===== config.mk =====
export PLATFORM = sky130hd
export DESIGN_NAME = usb_ep_stall_ctl
export DESIGN_NICKNAME = d
export VERILOG_FILES = /design/src/rtl/usb_stall_pkg.sv /design/src/rtl/stall_feat_decode.sv /design/src/rtl/stall_ep0_ctl.sv /design/src/rtl/stall_epn_ctl.sv /design/src/rtl/usb_ep_stall_ctl.sv
export SDC_FILE = /design/constraint.sdc
export NUM_CORES = 1
export LEC_CHECK = 0
export BUFFER_PORTS_ARGS = -buffer_cell sky130_fd_sc_hd__buf_2
export CORE_ASPECT_RATIO = 1.1
export CORE_MARGIN = 5
export CORE_UTILIZATION = 52
export DETAILED_ROUTE_END_ITERATION = 10
export PLACE_DENSITY_LB_ADDON = 0.05
export SLEW_MARGIN = 10
export SYNTH_ARGS = -nofsm -noshare
export SYNTH_HDL_FRONTEND = slang
export SYNTH_SLANG_ARGS = --single-unit

===== constraint.sdc =====
create_clock -name clk -period 2.2 [get_ports clk]
set_input_delay 0.44 -clock clk [delete_from_list [all_inputs] [get_ports clk]]
set_output_delay 0.44 -clock clk [all_outputs]
set_load 0.01 [all_outputs]

===== src/rtl/usb_stall_pkg.sv =====
package usb_stall_pkg;

  // Per-endpoint state of a non-control endpoint
  typedef struct packed {
    logic req;   // request bit, readable by firmware
    logic halt;  // latched halt status
    logic host;  // halt was placed by a Set Feature
  } epn_state_t;

  localparam int unsigned USB_EPNUM_W = 4;

endpackage


===== src/rtl/stall_feat_decode.sv =====
module stall_feat_decode #(
  parameter int unsigned NUM_EP  = 6,
  parameter int unsigned EPNUM_W = 4
) (
  input  logic               feat_set_i,
  input  logic               feat_clr_i,
  input  logic [EPNUM_W-1:0] feat_ep_i,
  output logic [NUM_EP-1:1]  set_hit_o,
  output logic [NUM_EP-1:1]  clr_hit_o
);

  // Only endpoints 1..NUM_EP-1 can be halted by the host
  for (genvar g = 1; g < NUM_EP; g++) begin : g_dec
    logic match;
    assign match        = (feat_ep_i == EPNUM_W'(g));
    assign set_hit_o[g] = feat_set_i & match;
    assign clr_hit_o[g] = feat_clr_i & match;
  end

endmodule


===== src/rtl/stall_ep0_ctl.sv =====
module stall_ep0_ctl (
  input  logic clk,
  input  logic rst,
  input  logic bus_reset_i,
  input  logic setup_det_i,
  input  logic sw_we_i,
  input  logic sw_wd_i,
  output logic stall_bit_o,
  output logic stall_resp_o
);

  logic req_q, req_d;

  always_comb begin
    req_d = req_q;
    if (bus_reset_i)      req_d = 1'b0;
    else if (setup_det_i) req_d = 1'b0;   // new SETUP releases the stall
    else if (sw_we_i)     req_d = sw_wd_i;
  end

  always_ff @(posedge clk) begin
    if (rst) req_q <= 1'b0;
    else     req_q <= req_d;
  end

  assign stall_bit_o  = req_q;
  assign stall_resp_o = req_q;

endmodule


===== src/rtl/stall_epn_ctl.sv =====
module stall_epn_ctl
  import usb_stall_pkg::*;
(
  input  logic clk,
  input  logic rst,
  input  logic bus_reset_i,
  input  logic hw_clr_mode_i,
  input  logic sw_we_i,
  input  logic sw_wd_i,
  input  logic xact_i,
  input  logic set_hit_i,
  input  logic clr_hit_i,
  output logic stall_bit_o,
  output logic stall_resp_o
);

  epn_state_t st_q, st_d;
  logic       resp_q;

  // Priority: bus reset, host set, host clear, transaction latch, firmware write
  always_comb begin
    st_d = st_q;
    if (bus_reset_i) begin
      st_d = '0;
    end else if (set_hit_i) begin
      st_d.halt = 1'b1;
      st_d.host = 1'b1;
    end else if (clr_hit_i) begin
      st_d.halt = 1'b0;
      st_d.host = 1'b0;
      if (hw_clr_mode_i) st_d.req = 1'b0;
    end else if (xact_i && st_q.req) begin
      st_d.halt = 1'b1;
    end else if (sw_we_i) begin
      st_d.req = sw_wd_i;
      if (!sw_wd_i && !hw_clr_mode_i && !st_q.host) st_d.halt = 1'b0;
    end
  end

  always_ff @(posedge clk) begin
    if (rst) begin
      st_q   <= '0;
      resp_q <= 1'b0;
    end else begin
      st_q   <= st_d;
      resp_q <= st_d.req | st_d.halt;
    end
  end

  assign stall_bit_o  = st_q.req;
  assign stall_resp_o = resp_q;

endmodule


===== src/rtl/usb_ep_stall_ctl.sv =====
module usb_ep_stall_ctl
  import usb_stall_pkg::*;
#(
  parameter int unsigned NUM_EP  = 6,
  parameter int unsigned EPNUM_W = USB_EPNUM_W
) (
  input  logic               clk,
  input  logic               rst,
  input  logic               bus_reset_i,
  input  logic               hw_clr_mode_i,
  input  logic [NUM_EP-1:0]  sw_we_i,
  input  logic [NUM_EP-1:0]  sw_wdata_i,
  input  logic               setup_det_i,
  input  logic [NUM_EP-1:1]  xact_i,
  input  logic               feat_set_i,
  input  logic               feat_clr_i,
  input  logic [EPNUM_W-1:0] feat_ep_i,
  output logic [NUM_EP-1:0]  stall_bits_o,
  output logic [NUM_EP-1:0]  stall_resp_o
);

  logic [NUM_EP-1:1] set_hit, clr_hit;

  stall_feat_decode #(
    .NUM_EP  (NUM_EP),
    .EPNUM_W (EPNUM_W)
  ) u_dec (
    .feat_set_i (feat_set_i),
    .feat_clr_i (feat_clr_i),
    .feat_ep_i  (feat_ep_i),
    .set_hit_o  (set_hit),
    .clr_hit_o  (clr_hit)
  );

  stall_ep0_ctl u_ep0 (
    .clk          (clk),
    .rst          (rst),
    .bus_reset_i  (bus_reset_i),
    .setup_det_i  (setup_det_i),
    .sw_we_i      (sw_we_i[0]),
    .sw_wd_i      (sw_wdata_i[0]),
    .stall_bit_o  (stall_bits_o[0]),
    .stall_resp_o (stall_resp_o[0])
  );

  for (genvar g = 1; g < NUM_EP; g++) begin : g_epn
    stall_epn_ctl u_epn (
      .clk           (clk),
      .rst           (rst),
      .bus_reset_i   (bus_reset_i),
      .hw_clr_mode_i (hw_clr_mode_i),
      .sw_we_i       (sw_we_i[g]),
      .sw_wd_i       (sw_wdata_i[g]),
      .xact_i        (xact_i[g]),
      .set_hit_i     (set_hit[g]),
      .clr_hit_i     (clr_hit[g]),
      .stall_bit_o   (stall_bits_o[g]),
      .stall_resp_o  (stall_resp_o[g])
    );
  end

endmodule


**Yosys cells after proc, flatten, opt, wreduce, memory -nomap -nowiden**

Index checks and enable logic that the tools add are counted.

- Eq/ne operators: 5
- Multiplexer cells: 50
- Bitwise operators: 15
- Reductions and logical operators: 33

Operator list:

| operator | count |
|---|---|
| 1-bit 2-to-1 mux | 30 |
| 2-bit 2-to-1 mux | 15 |
| 1-bit logical AND | 15 |
| 3-bit 2-to-1 mux | 5 |
| 1-bit zero test | 11 |
| 1-bit AND | 10 |
| 2-bit nonzero test | 5 |
| 4-bit by 2-bit equality test with 1-bit output, second input constant | 2 |
| 4-bit by 3-bit equality test with 1-bit output, second input constant | 2 |
| 1-bit OR | 5 |
| 4-bit by 1-bit equality test with 1-bit output, second input constant | 1 |
| 3-bit OR reduction | 1 |
| 2-bit OR reduction | 1 |

- Flip-flop bits (word level): 21
- Bits of input ports: 28
- Word-level logic and storage cells: 124

**Longest topological paths before layout**

Gate-level depths: netlist of the first run.

- Depth after elaboration: 10
- Depth in mapped cells: 5

**Modules after synthesis**

A second synthesis of the first run with hierarchy kept.

- Cells, all modules: 106
- Area, all modules: 1061.0 sq um

By module, submodules not included:

| module | instances | cells each | area an instance (sq um) |
|---|---|---|---|
| stall_epn_ctl | 5 | 17 | 183.9 |
| stall_feat_decode | 1 | 17 | 91.3 |
| stall_ep0_ctl | 1 | 4 | 50.0 |

**Worst setup path after synthesis of the first run**

No wires, ideal clock.

- Path kind: input -> register
- From: input hw_clr_mode_i
- To: register g_epn[1].u_epn.resp_q
- Setup time: 128 ps
- Data arrival time: 1342 ps
- Data required time: 2072 ps
- Path slack: 731 ps
- Stages: 4
- Cell sequence: or4b_1 a22o_1 a2bb2oi_2 o211ai_1

- Word-level cells in the longest chain between the ends: 10
- Elaborated cells on any way between the ends: 12
- Those cells by class: mux: 8; bitwise: 1; reduce/logical: 3

RTL lines:

| what | line | text |
|---|---|---|
| from (decl) | usb_ep_stall_ctl.sv:10 | `input logic hw_clr_mode_i,` |
| 1-bit zero test | stall_epn_ctl.sv:36 | `if (!sw_wd_i && !hw_clr_mode_i && !st_q.host) st_d.halt = 1'b0;` |
| 1-bit logical AND (2 in series) | stall_epn_ctl.sv:36 |  |
| 1-bit 2-to-1 mux | stall_epn_ctl.sv:36 |  |
| 2-bit 2-to-1 mux | stall_epn_ctl.sv:34 | `end else if (sw_we_i) begin` |
| 1-bit 2-to-1 mux | stall_epn_ctl.sv:32 | `end else if (xact_i && st_q.req) begin` |
| 2-bit 2-to-1 mux * | stall_epn_ctl.sv:28 | `end else if (clr_hit_i) begin` |
| 2-bit 2-to-1 mux | stall_epn_ctl.sv:25 | `end else if (set_hit_i) begin` |
| 3-bit 2-to-1 mux * | stall_epn_ctl.sv:23 | `if (bus_reset_i) begin` |
| 1-bit OR * | stall_epn_ctl.sv:46 | `resp_q <= st_d.req \| st_d.halt;` |
| to (signal assigned) | stall_epn_ctl.sv:46 |  |
| to (decl) | stall_epn_ctl.sv:18 | `logic resp_q;` |

Every way passes the cells marked *; elsewhere a longest branch is shown, timed or not.
A chain may end at the register's enable or synchronous reset.

**Final worst setup path of the first run**

- From: register g_epn[1].u_epn.st_q[0] (netlist name)
- To: register g_epn[1].u_epn.resp_q

- Word-level cells in the longest chain between the ends: 9

RTL lines:

| what | line | text |
|---|---|---|
| from (decl) | stall_epn_ctl.sv:17 | `epn_state_t st_q, st_d;` |
| from (signal assigned) | stall_epn_ctl.sv:45 | `st_q <= st_d;` |
| 1-bit zero test | stall_epn_ctl.sv:36 |  |
| 1-bit logical AND | stall_epn_ctl.sv:36 |  |
| 1-bit 2-to-1 mux | stall_epn_ctl.sv:36 |  |
| 2-bit 2-to-1 mux | stall_epn_ctl.sv:34 |  |
| 1-bit 2-to-1 mux | stall_epn_ctl.sv:32 |  |
| 2-bit 2-to-1 mux | stall_epn_ctl.sv:28 |  |
| 2-bit 2-to-1 mux | stall_epn_ctl.sv:25 |  |
| 3-bit 2-to-1 mux | stall_epn_ctl.sv:23 |  |
| 1-bit OR | stall_epn_ctl.sv:46 |  |

No other way between the ends.

==> results.md, run 1 <==
* Status: finished clean
* Synth top area share at 0.371
* Clock skew at 0.00369 ns
* Clk sink count at 21
* Nets@finish at 189
* Ports at 40
* Initial Utilization at 0.555
* Area leader, netlist: dfxtp_1
* CP Launch Type: register
* Vias at 1019
* GRT Residual Overflow at 0
* Netlist cell types at 33
* CTS max path bufs at 2
* Initial antenna violation count at 0
* Die height at 59.0 um
* Post-synth EDFFs at 0
* FFs w/ async S/R, synth at 0
* Syn. warnings at 0
* Slew of the pin with the lowest slew margin at 0.478 ns
* Synthesized area at 0.00113 mm^2
* Pin count of the biggest net entering global routing at 22
* R2R Path End: g_epn[1].u_epn.stall_resp_o
* Final worst-path cycle share at 0.651
* Synthesized flop and latch total at 21
* Final Hold Violating Endpoints at 0
* CTS tree: built
* Ant. Diodes at 0
* Core area at 0.00204 mm^2
* Area Growth Syn to Fin at 13.0%
* Cell Rows at 17
* Share of cells above drive strength 1 at 0.306
* Final setup TNS at 0 ns
* DRC violations left at 0
* Drt pass-1 iters at 4
* Max Cap Viol at 0
* Reg2reg start: g_epn[1].u_epn.st_q[0]
* Chip width at 54.5 um
* Hold depth at 2
* H-tree levels at 1
* Worst Hold Class: in -> reg
* Most frequent cells after synthesis: 21 x dfxtp_1, 16 x nand2_1, 14 x buf_4
* Final HPWL DP at 1.96 mm
* Critical path arrival at 1.60 ns
* Mapped Cells at 132
* Syn_nets at 160
* Vias per cell at 5.42
* Worst vdd ir at 0.000388 V
* LEAKAGE at 0.549 nW
* RePlAce Congestion at 0.851
* Total wire length at 2.46 mm
* Drt initial violations at 28
* Cells taking the most area after synthesis: dfxtp_1 37%, buf_4 9.3%, a22o_1 8.5%
* CP Max Fanout at 2
* Setup CP Type: reg -> reg
* First-pass GRT wire length at 4.15 mm
* Max-slew violation count at 0
* Wirelength per Cell at 13.1 um
* Via count of the first global-routing pass at 987
* Endpoint, Worst Hold: u_ep0.stall_bit_o
* CTS clk-pin slew, worst paths at 0.11 ns
* Setup repair bufs after CTS at 0
* CTS Hold Bufs at 0
* Hold_sp: setup_det_i
* Seq/Total Area, Yosys at 0.371
* Worst reg2reg setup slack at 0.77 ns
* Clk Latency, worst-skew pair at 0.29 ns
* RSZ-0062 raised after global routing: false
* FF-to-FF path depth at 4
* Cells resized by post-CTS repair at 0
* IO buf count at 39
* Minimum clock period at 1.43 ns
* Ys flop type: dfxtp_1
* Root Buffer: clkbuf_4
* GRT Util Overall at 0.172
* Cts bufs inserted at 3
* F_max at 0.698 GHz
* Worst hold margin at 0.291 ns
* Top-count cell post-synth: dfxtp_1
* Pwr dens at 537 mW/mm^2
* Setup Viol. Count Final at 0
* Mapped Avg Cell Area at 8.59 um^2
* Relative slew slack at 0.681
* CP required at 2.37 ns
* Setup crit end kind: register
* Post-route ant nets at 0
* Die area at 0.00321 mm^2
sequential cells by signal, summed over array words and instances, names as in the netlist:
signal,cells
g_epn.u_epn.st_q,10
g_epn.u_epn.stall_bit_o,5
g_epn.u_epn.stall_resp_o,5
u_ep0.stall_bit_o,1
stage by stage:
stage / setup slack [ns] / total power (W) / cells / util / area, um^2
after global routing: 0.610 / 0.000731 / 188 / 0.627 / 1280
after detailed placement: 0.480 / 0.000517 / 184 / 0.615 / 1250
after floorplan: 0.731 / 0.000478 / 132 / - / 1130
after global placement: 0.516 / 0.000515 / 184 / 0.615 / 1250
after CTS: 0.754 / 0.000698 / 188 / 0.627 / 1280
final: 0.767 / 0.000688 / 188 / 0.627 / 1280
layout make-up:
class                      count  area (um^2)
clock buffer                   4         26.3
fill                         211          761
inverter                       2         7.51
multi-input combinational     94          597
sequential                    21          420
tap                           28         35.0
timing repair buffer          39          195
worst max path at each step:
stage / depth (start not counted) / endpoint / slack, ns / from
after floorplan: 4 / g_epn[1].u_epn.stall_resp_o / 0.73 / hw_clr_mode_i
after global placement: 5 / g_epn[3].u_epn.stall_resp_o / 0.52 / hw_clr_mode_i
after detailed placement: 5 / g_epn[1].u_epn.stall_resp_o / 0.48 / hw_clr_mode_i
after CTS: 4 / g_epn[1].u_epn.stall_resp_o / 0.75 / g_epn[1].u_epn.st_q[0]
after global routing: 5 / g_epn[5].u_epn.stall_resp_o / 0.61 / feat_ep_i[0]
final: 4 / g_epn[1].u_epn.stall_resp_o / 0.77 / g_epn[1].u_epn.st_q[0]
cells by family (layout without fill, tap and decap cells):
kind of cell | Yosys count | in the layout | share of synthesized area
simple gates | 59 | 59 | 0.294
compound gates | 34 | 34 | 0.224
flops | 21 | 21 | 0.371
buf+inv | 17 | 45 | 0.103
mux | 1 | 1 | 0.00883
power breakdown:
group	switching [W]	total, W	internal, W
Sequential	0.00000556	0.000396	0.000390
Clock	0.000109	0.000179	0.0000705
Combinational	0.0000585	0.000113	0.0000546
per-layer routing:
metal | GRT usage | wire length [um]
met2 | 0.304 | 1210
met3 | 0.0302 | 165
met1 | 0.202 | 1060
met5 | 0 | 0
met4 | 0.0641 | 17
worst max-delay path, stage by stage, from the launching register on:
cell,delay [ns]
dfxtp_1,0.33
or4b_1,0.52
a22o_1,0.20
a2bb2oi_2,0.15
o211ai_1,0.11
placed cells by master (no fill, tap or decap), types with 2 or more instances in the layout:
cell and count:
buf_2 39, o21ai_0 3, a31oi_1 2, nor3_1 2, nor3b_1 2, or4b_1 5
a32oi_1 2, a22o_1 11, nand2b_1 4, nor2_1 13, dfxtp_1 21, nand3_1 4
and2_1 2, nand2_1 16, inv_1 2, and3b_1 2, a21oi_1 9, clkbuf_4 3
nor2b_1 3
Note: power is estimated with default switching activity, not from simulation.
==> run 2: changes to the inputs <==
Settings changed: CORE_UTILIZATION 52 to 44.
Clock period 2.2 ns to 1.3 ns, I/O delays scaled along.
==> results.md, run 2 (synthesized netlist as in run 1, its figures left out) <==
* Max-slew violation count at 0 (unchanged)
* LEAKAGE at 0.632 nW (+15%)
* Met2 WL at 1.36 mm (+12%)
* First-pass GRT wire length at 4.51 mm (+8.8%)
* Worst vdd ir at 0.000510 V (+32%)
* Final Hold Violating Endpoints at 0 (unchanged)
* Minimum clock period at 1.36 ns (-0.0690 ns)
* Slew of the pin with the lowest slew margin at 0.263 ns (-0.215 ns)
* Setup repair bufs after CTS at 0 (unchanged)
* Root Buffer: clkbuf_4
* Core area at 0.00250 mm^2 (+22%)
* Hold_sp: setup_det_i
* CP required at 1.49 ns (-0.88 ns)
* Max Cap Viol at 0 (unchanged)
* Pwr dens at 847 mW/mm^2 (+58%)
* Die height at 63.2 um (+7.2%)
* F_max at 0.733 GHz (+5.1%)
* Initial antenna violation count at 0 (unchanged)
* Chip width at 58.4 um (+7.1%)
* GRT Residual Overflow at 0 (unchanged)
* Setup CP Type: reg -> reg
* CTS clk-pin slew, worst paths at 0.11 ns (about the same)
* Worst reg2reg setup slack at -0.06 ns (-0.83 ns)
* Reg with most FFs: g_epn.u_epn.st_q
* Crit path setup slack, layout at -0.0641 ns (-0.831 ns)
* CTS max path bufs at 2 (unchanged)
* IO buf count at 39 (unchanged)
* Reg2reg start: g_epn[1].u_epn.st_q[0]
* Worst Hold Class: in -> reg
* H-tree levels at 1 (unchanged)
* Nets@finish at 205 (+8.5%)
* CTS tree: built
* Clk Latency, worst-skew pair at 0.30 ns (about the same)
* RePlAce Congestion at 0.795 (-6.6%)
* Status: finished, violations left
* Vias at 1077 (+5.7%)
* Drt initial violations at 28 (unchanged)
* Die area at 0.00369 mm^2 (+15%)
* Final worst-path cycle share at 1.05 (+0.398)
* Initial Utilization at 0.454 (-0.101)
* Ant. Diodes at 0 (unchanged)
* Area Growth Syn to Fin at 26.2%
* Commonest non-fill, non-tap cells in the layout: 39 x buf_2, 17 x dfxtp_1, 16 x buf_4, 14 x nand2_1, 13 x nor2_1
* CP Max Fanout at 2 (unchanged)
* Via count of the first global-routing pass at 1084 (+9.8%)
* Final HPWL DP at 2.15 mm (+10%)
* Violated checks: negative setup slack
* Placed Area at 0.00138 mm^2 (+10%)
* Commonest non-fill, non-tap cell in the layout: buf_2
* FF-to-FF path depth at 4 (unchanged)
* Post-Layout Inst Area at 0.00143 mm^2 (+12%)
* Vias per cell at 5.20 (-4.0%)
* Clk sink count at 21 (unchanged)
* GRT Util Overall at 0.154 (-0.0187)
* Filler cells at 257 (+22%)
* Cell Rows at 19 (+2)
* Wirelength per Cell at 12.6 um (-3.3%)
* Post-route ant nets at 0 (unchanged)
* Setup Viol. Count Final at 4 (+4)
* Cts bufs inserted at 3 (unchanged)
* Total wire length at 2.62 mm (+6.5%)
* Critical path arrival at 1.56 ns (-0.04 ns)
* Hold depth at 2 (unchanged)
* CP Launch Type: register
* R2R Path End: g_epn[1].u_epn.stall_resp_o
* RSZ-0062 raised after global routing: true
* DRT met1 WL at 1.10 mm (+3.5%)
* Largest register FFs at 10 (unchanged)
* Endpoint, Worst Hold: u_ep0.stall_bit_o
* Drt pass-1 iters at 4 (unchanged)
* Relative slew slack at 0.824 (+0.143)
* Pin count of the biggest net entering global routing at 12 (-45%)
* Met3 WL at 146 um (-12%)
* Setup crit end kind: register
* Top layer in use: met4
* DRC violations left at 0 (unchanged)
* Share of cells above drive strength 1 at 0.426 (+0.120)
* Final setup TNS at -0.0919 ns (-0.0919 ns)
* Clock skew at 0.00490 ns (+0.00121 ns)
* Ports at 40 (unchanged)
## run 2: changes by cell type in the layout (fill, tap and decap cells not counted), moves of 2 or more
cell and delta:
dfxtp_2 +4, a21oi_1 -2, nand2_2 +2, a21oi_2 +2, dfxtp_1 -4, nand2_1 -2, buf_4 +16
## run 2: metal layers
layer,up-vias,GRT usage
li1,551,-
met1,498,0.184
met2,26,0.275
met3,2,0.0286
met4,0,0.0348
met5,-,0
## run 2: how the worst max path moves through the flow
stage                                       from                          end  slack, ns  cells past startpoint
after global routing      g_epn[1].u_epn.st_q[0]  g_epn[1].u_epn.stall_resp_o      -0.14                      4
after CTS                 g_epn[1].u_epn.st_q[0]  g_epn[1].u_epn.stall_resp_o      -0.09                      4
final                     g_epn[1].u_epn.st_q[0]  g_epn[1].u_epn.stall_resp_o      -0.06                      4
after detailed placement           hw_clr_mode_i  g_epn[1].u_epn.stall_resp_o      -0.25                      5
after global placement             hw_clr_mode_i  g_epn[1].u_epn.stall_resp_o      -0.19                      5
after floorplan           g_epn[2].u_epn.st_q[0]  g_epn[2].u_epn.stall_resp_o      -0.02                      4
## run 2: worst max-delay path, cell delays in order, from the launching register on
cell       delay [ns]
dfxtp_1          0.33
or4b_1           0.46
a22o_1           0.21
a2bb2oi_2        0.16
o211ai_1         0.10
## run 2: final cells by class
class / count / area [um^2] / share of cell area
clock buffers: 4 / 26.3 / 0.0184
inverters: 2 / 7.51 / 0.00525
well taps: 31 / 38.8 / 0.0271
multi-input cells: 94 / 617 / 0.431
flip-flops and latches: 21 / 425 / 0.297
repair buffers: 55 / 315 / 0.220
## run 2: timing repair
item / CTS / global route
pin swaps: 12 / 8
resized for setup: 4 / 5
endpoints found under the setup margin: 7 / 10
hold buffers: 0 / 0
cloned: 0 / 0
## run 2: through the flow
step	power [W]	worst slack [ns]	std cells	hold slack [ns]	util
after floorplan	0.000810	-0.0161	132	0.339	-
after global placement	0.000902	-0.193	203	0.423	0.554
after detailed placement	0.000907	-0.249	203	0.435	0.554
after CTS	0.00122	-0.0858	207	0.0978	0.567
after global routing	0.00129	-0.142	207	0.0977	0.573
final	0.00121	-0.0641	207	0.109	0.573
## run 2: power breakdown
part / total [W] / switching (W) / internal, W
Clock: 0.000315 / 0.000195 / 0.000119
Combinational: 0.000226 / 0.000108 / 0.000119
Sequential: 0.000670 / 0.00000936 / 0.000660
==> run 3: changes to the inputs <==
Settings changed: SETUP_SLACK_MARGIN set to 0.1.
==> results.md, run 3 (synthesized netlist as in run 1, its figures left out) <==
* CTS max path bufs at 2 (unchanged)
* CTS tree: built
* Placed Area at 0.00134 mm^2 (-3.3%)
* Initial Utilization at 0.454 (unchanged)
* Top layer in use: met4
* Top Family by Delay on Critical Path: simple AND/OR/NAND/NOR gates
* Setup CP Type: reg -> reg
* Die height at 63.2 um (unchanged)
* Status: finished, violations left
* Gate power share at 0.178 (-0.009)
* Pwr dens at 860 mW/mm^2 (+1.6%)
* Seq pwr share at 0.561 (+0.008)
* Ports at 40 (unchanged)
* Worst path max stage delay at 0.46 ns (about the same)
* GRT Residual Overflow at 0 (unchanged)
* RSZ-0062 raised after global routing: true
* Share of cells above drive strength 1 at 0.418 (-0.00849)
* Commonest non-fill, non-tap cells in the layout: 39 x buf_2, 15 x nand2_1, 15 x dfxtp_1, 13 x nor2_1, 11 x a22o_1
* Minimum clock period at 1.35 ns (-0.00923 ns)
* Wirelength per Cell at 12.5 um (-0.79%)
* Met2 WL at 1.21 mm (-11%)
* Critical path arrival at 1.55 ns (about the same)
* Pin count of the biggest net entering global routing at 15 (+3)
* Clk sink count at 21 (unchanged)
* Initial antenna violation count at 0 (unchanged)
* Reg with most FFs: g_epn.u_epn.st_q
* CTS clk-pin slew, worst paths at 0.12 ns (about the same)
* Critical-path cell list: or4b_1 > a22o_1 > a2bb2oi_2 > o211ai_1
* Final worst-path cycle share at 1.04 (-0.00710)
* Worst hold margin at 0.0973 ns (-0.0120 ns)
* Vias at 1068 (-0.84%)
* Nets@finish at 199 (-2.9%)
* P_int at 0.000884 W (-1.6%)
* Relative slew slack at 0.835 (+0.0114)
* Worst Hold Class: in -> reg
* Die area at 0.00369 mm^2 (unchanged)
* RePlAce Congestion at 0.860 (+8.3%)
* Worst path bufs/invs at 0 (unchanged)
* Setup Viol. Count Final at 3 (-1)
* H-tree levels at 1 (unchanged)
* Final HPWL DP at 2.03 mm (-5.8%)
* Crit path setup slack, layout at -0.0548 ns (+0.00923 ns)
* Root Buffer: clkbuf_4
* Violated checks: negative setup slack
* F_max at 0.738 GHz (+0.68%)
* Clk Latency, worst-skew pair at 0.30 ns (about the same)
* LEAKAGE at 0.605 nW (-4.2%)
* Ant. Diodes at 0 (unchanged)
* Max Cap Viol at 0 (unchanged)
* Crit-path slowest cell: or4b_1
* Commonest non-fill, non-tap cell in the layout: buf_2
* Util after Layout at 0.555 (-0.0175)
* Vias per cell at 5.31 (+2.1%)
* Net Sw Power at 0.000309 W (-1.0%)
* Max-slew violation count at 0 (unchanged)
* CP Max Fanout at 2 (unchanged)
* Core area at 0.00250 mm^2 (unchanged)
* Met3 WL at 119 um (-18%)
* Worst vdd ir at 0.000504 V (-1.2%)
* Slew of the pin with the lowest slew margin at 0.246 ns (-0.0170 ns)
* DRT met1 WL at 1.14 mm (+3.6%)
* Setup crit end kind: register
* CP Launch Type: register
* Clock group share of total power at 0.260 (about the same)
* Total wire length at 2.52 mm (-3.7%)
* Drt initial violations at 27 (-3.6%)
* Post-route ant nets at 0 (unchanged)
* Filler cells at 236 (-8.2%)
* Post-Layout Inst Area at 0.00139 mm^2 (-3.1%)
* Cell Rows at 19 (unchanged)
* GRT Util Overall at 0.146 (-0.00808)
* CP required at 1.50 ns (about the same)
* IO buf count at 39 (unchanged)
* Via count of the first global-routing pass at 1036 (-4.4%)
* Switching part of the total at 0.259 (+0.00122)
* Cell total after placement at 197 (-3.0%)
* Clock skew at 0.0122 ns (+0.00727 ns)
* DRC violations left at 0 (unchanged)
* Cts bufs inserted at 3 (unchanged)
* Setup repair bufs after CTS at 0 (unchanged)
* CTS Hold Bufs at 0 (unchanged)
* Drt pass-1 iters at 4 (unchanged)
* Area Growth Syn to Fin at 22.3%
* Chip width at 58.4 um (unchanged)
* First-pass GRT wire length at 4.31 mm (-4.4%)
* Final Hold Violating Endpoints at 0 (unchanged)
* Layout Cells excl Fill at 201 (-2.9%)
* Largest register FFs at 10 (unchanged)
run 3: cell types whose count changed in the layout (fill, tap and decap cells not counted):
| cell | before | now |
|---|---|---|
| dfxtp_1 | 17 | 15 |
| buf_4 | 16 | 10 |
| clkinv_2 | 0 | 1 |
| nand2_2 | 2 | 1 |
| dfxtp_2 | 4 | 6 |
| nand2_1 | 14 | 15 |
| clkbuf_1 | 1 | 0 |
run 3: power groups by stage:
stage	logic (W)	clock network, W	registers, W
6_report	0.000213	0.000311	0.000670
5_1_grt	0.000235	0.000364	0.000672
3_5_place_dp	0.000210	0	0.000684
3_3_place_gp	0.000208	0	0.000684
2_1_floorplan	0.000128	0	0.000682
4_1_cts	0.000212	0.000334	0.000670
run 3: per-stage QoR:
stage	total power, W	TNS (ns)	setup WS (ns)
after floorplan	0.000810	-0.0238	-0.0161
after global placement	0.000892	-1.46	-0.191
after detailed placement	0.000894	-1.61	-0.232
after CTS	0.00122	-0.205	-0.0774
after global routing	0.00127	-0.357	-0.103
final	0.00119	-0.0980	-0.0548
run 3: metal layers:
metal / vias up / GRT usage
met2: 23 / 0.239
met5: - / 0
met4: 0 / 0.0667
met1: 493 / 0.176
met3: 4 / 0.0327
li1: 548 / -
run 3: worst reg2reg max path, cell delays in order (launching register included):
cell	delay, ns
dfxtp_2	0.34
or4b_1	0.46
a22o_1	0.20
a2bb2oi_2	0.15
o211ai_1	0.10
run 3: timing repair:
item                                    CTS  global route
endpoints found under the setup margin   10            11
pin swaps                                15             6
gates resized for setup                   6             4
run 3: worst paths after layout:
| kind | start | end | slack [ns] | cells after the start |
|---|---|---|---|---|
| worst min register to register | g_epn[5].u_epn.st_q[0] | g_epn[5].u_epn.st_q[0] | 0.46 | 2 |
| worst max register to register | g_epn[1].u_epn.st_q[0] | g_epn[1].u_epn.stall_resp_o | -0.05 | 4 |
| worst min-delay path | setup_det_i | u_ep0.stall_bit_o | 0.1 | 2 |
| worst max-delay path | g_epn[1].u_epn.st_q[0] | g_epn[1].u_epn.stall_resp_o | -0.05 | 4 |
run 3: cell type report:
type,instances,area (um^2),share of cell area
clock buffer,3,22.5,0.0162
clock inverter,1,5.00,0.00361
inverter,2,7.51,0.00542
multi-input combinational,94,614,0.443
sequential,21,428,0.309
tap,31,38.8,0.0280
timing repair buffer,49,270,0.195
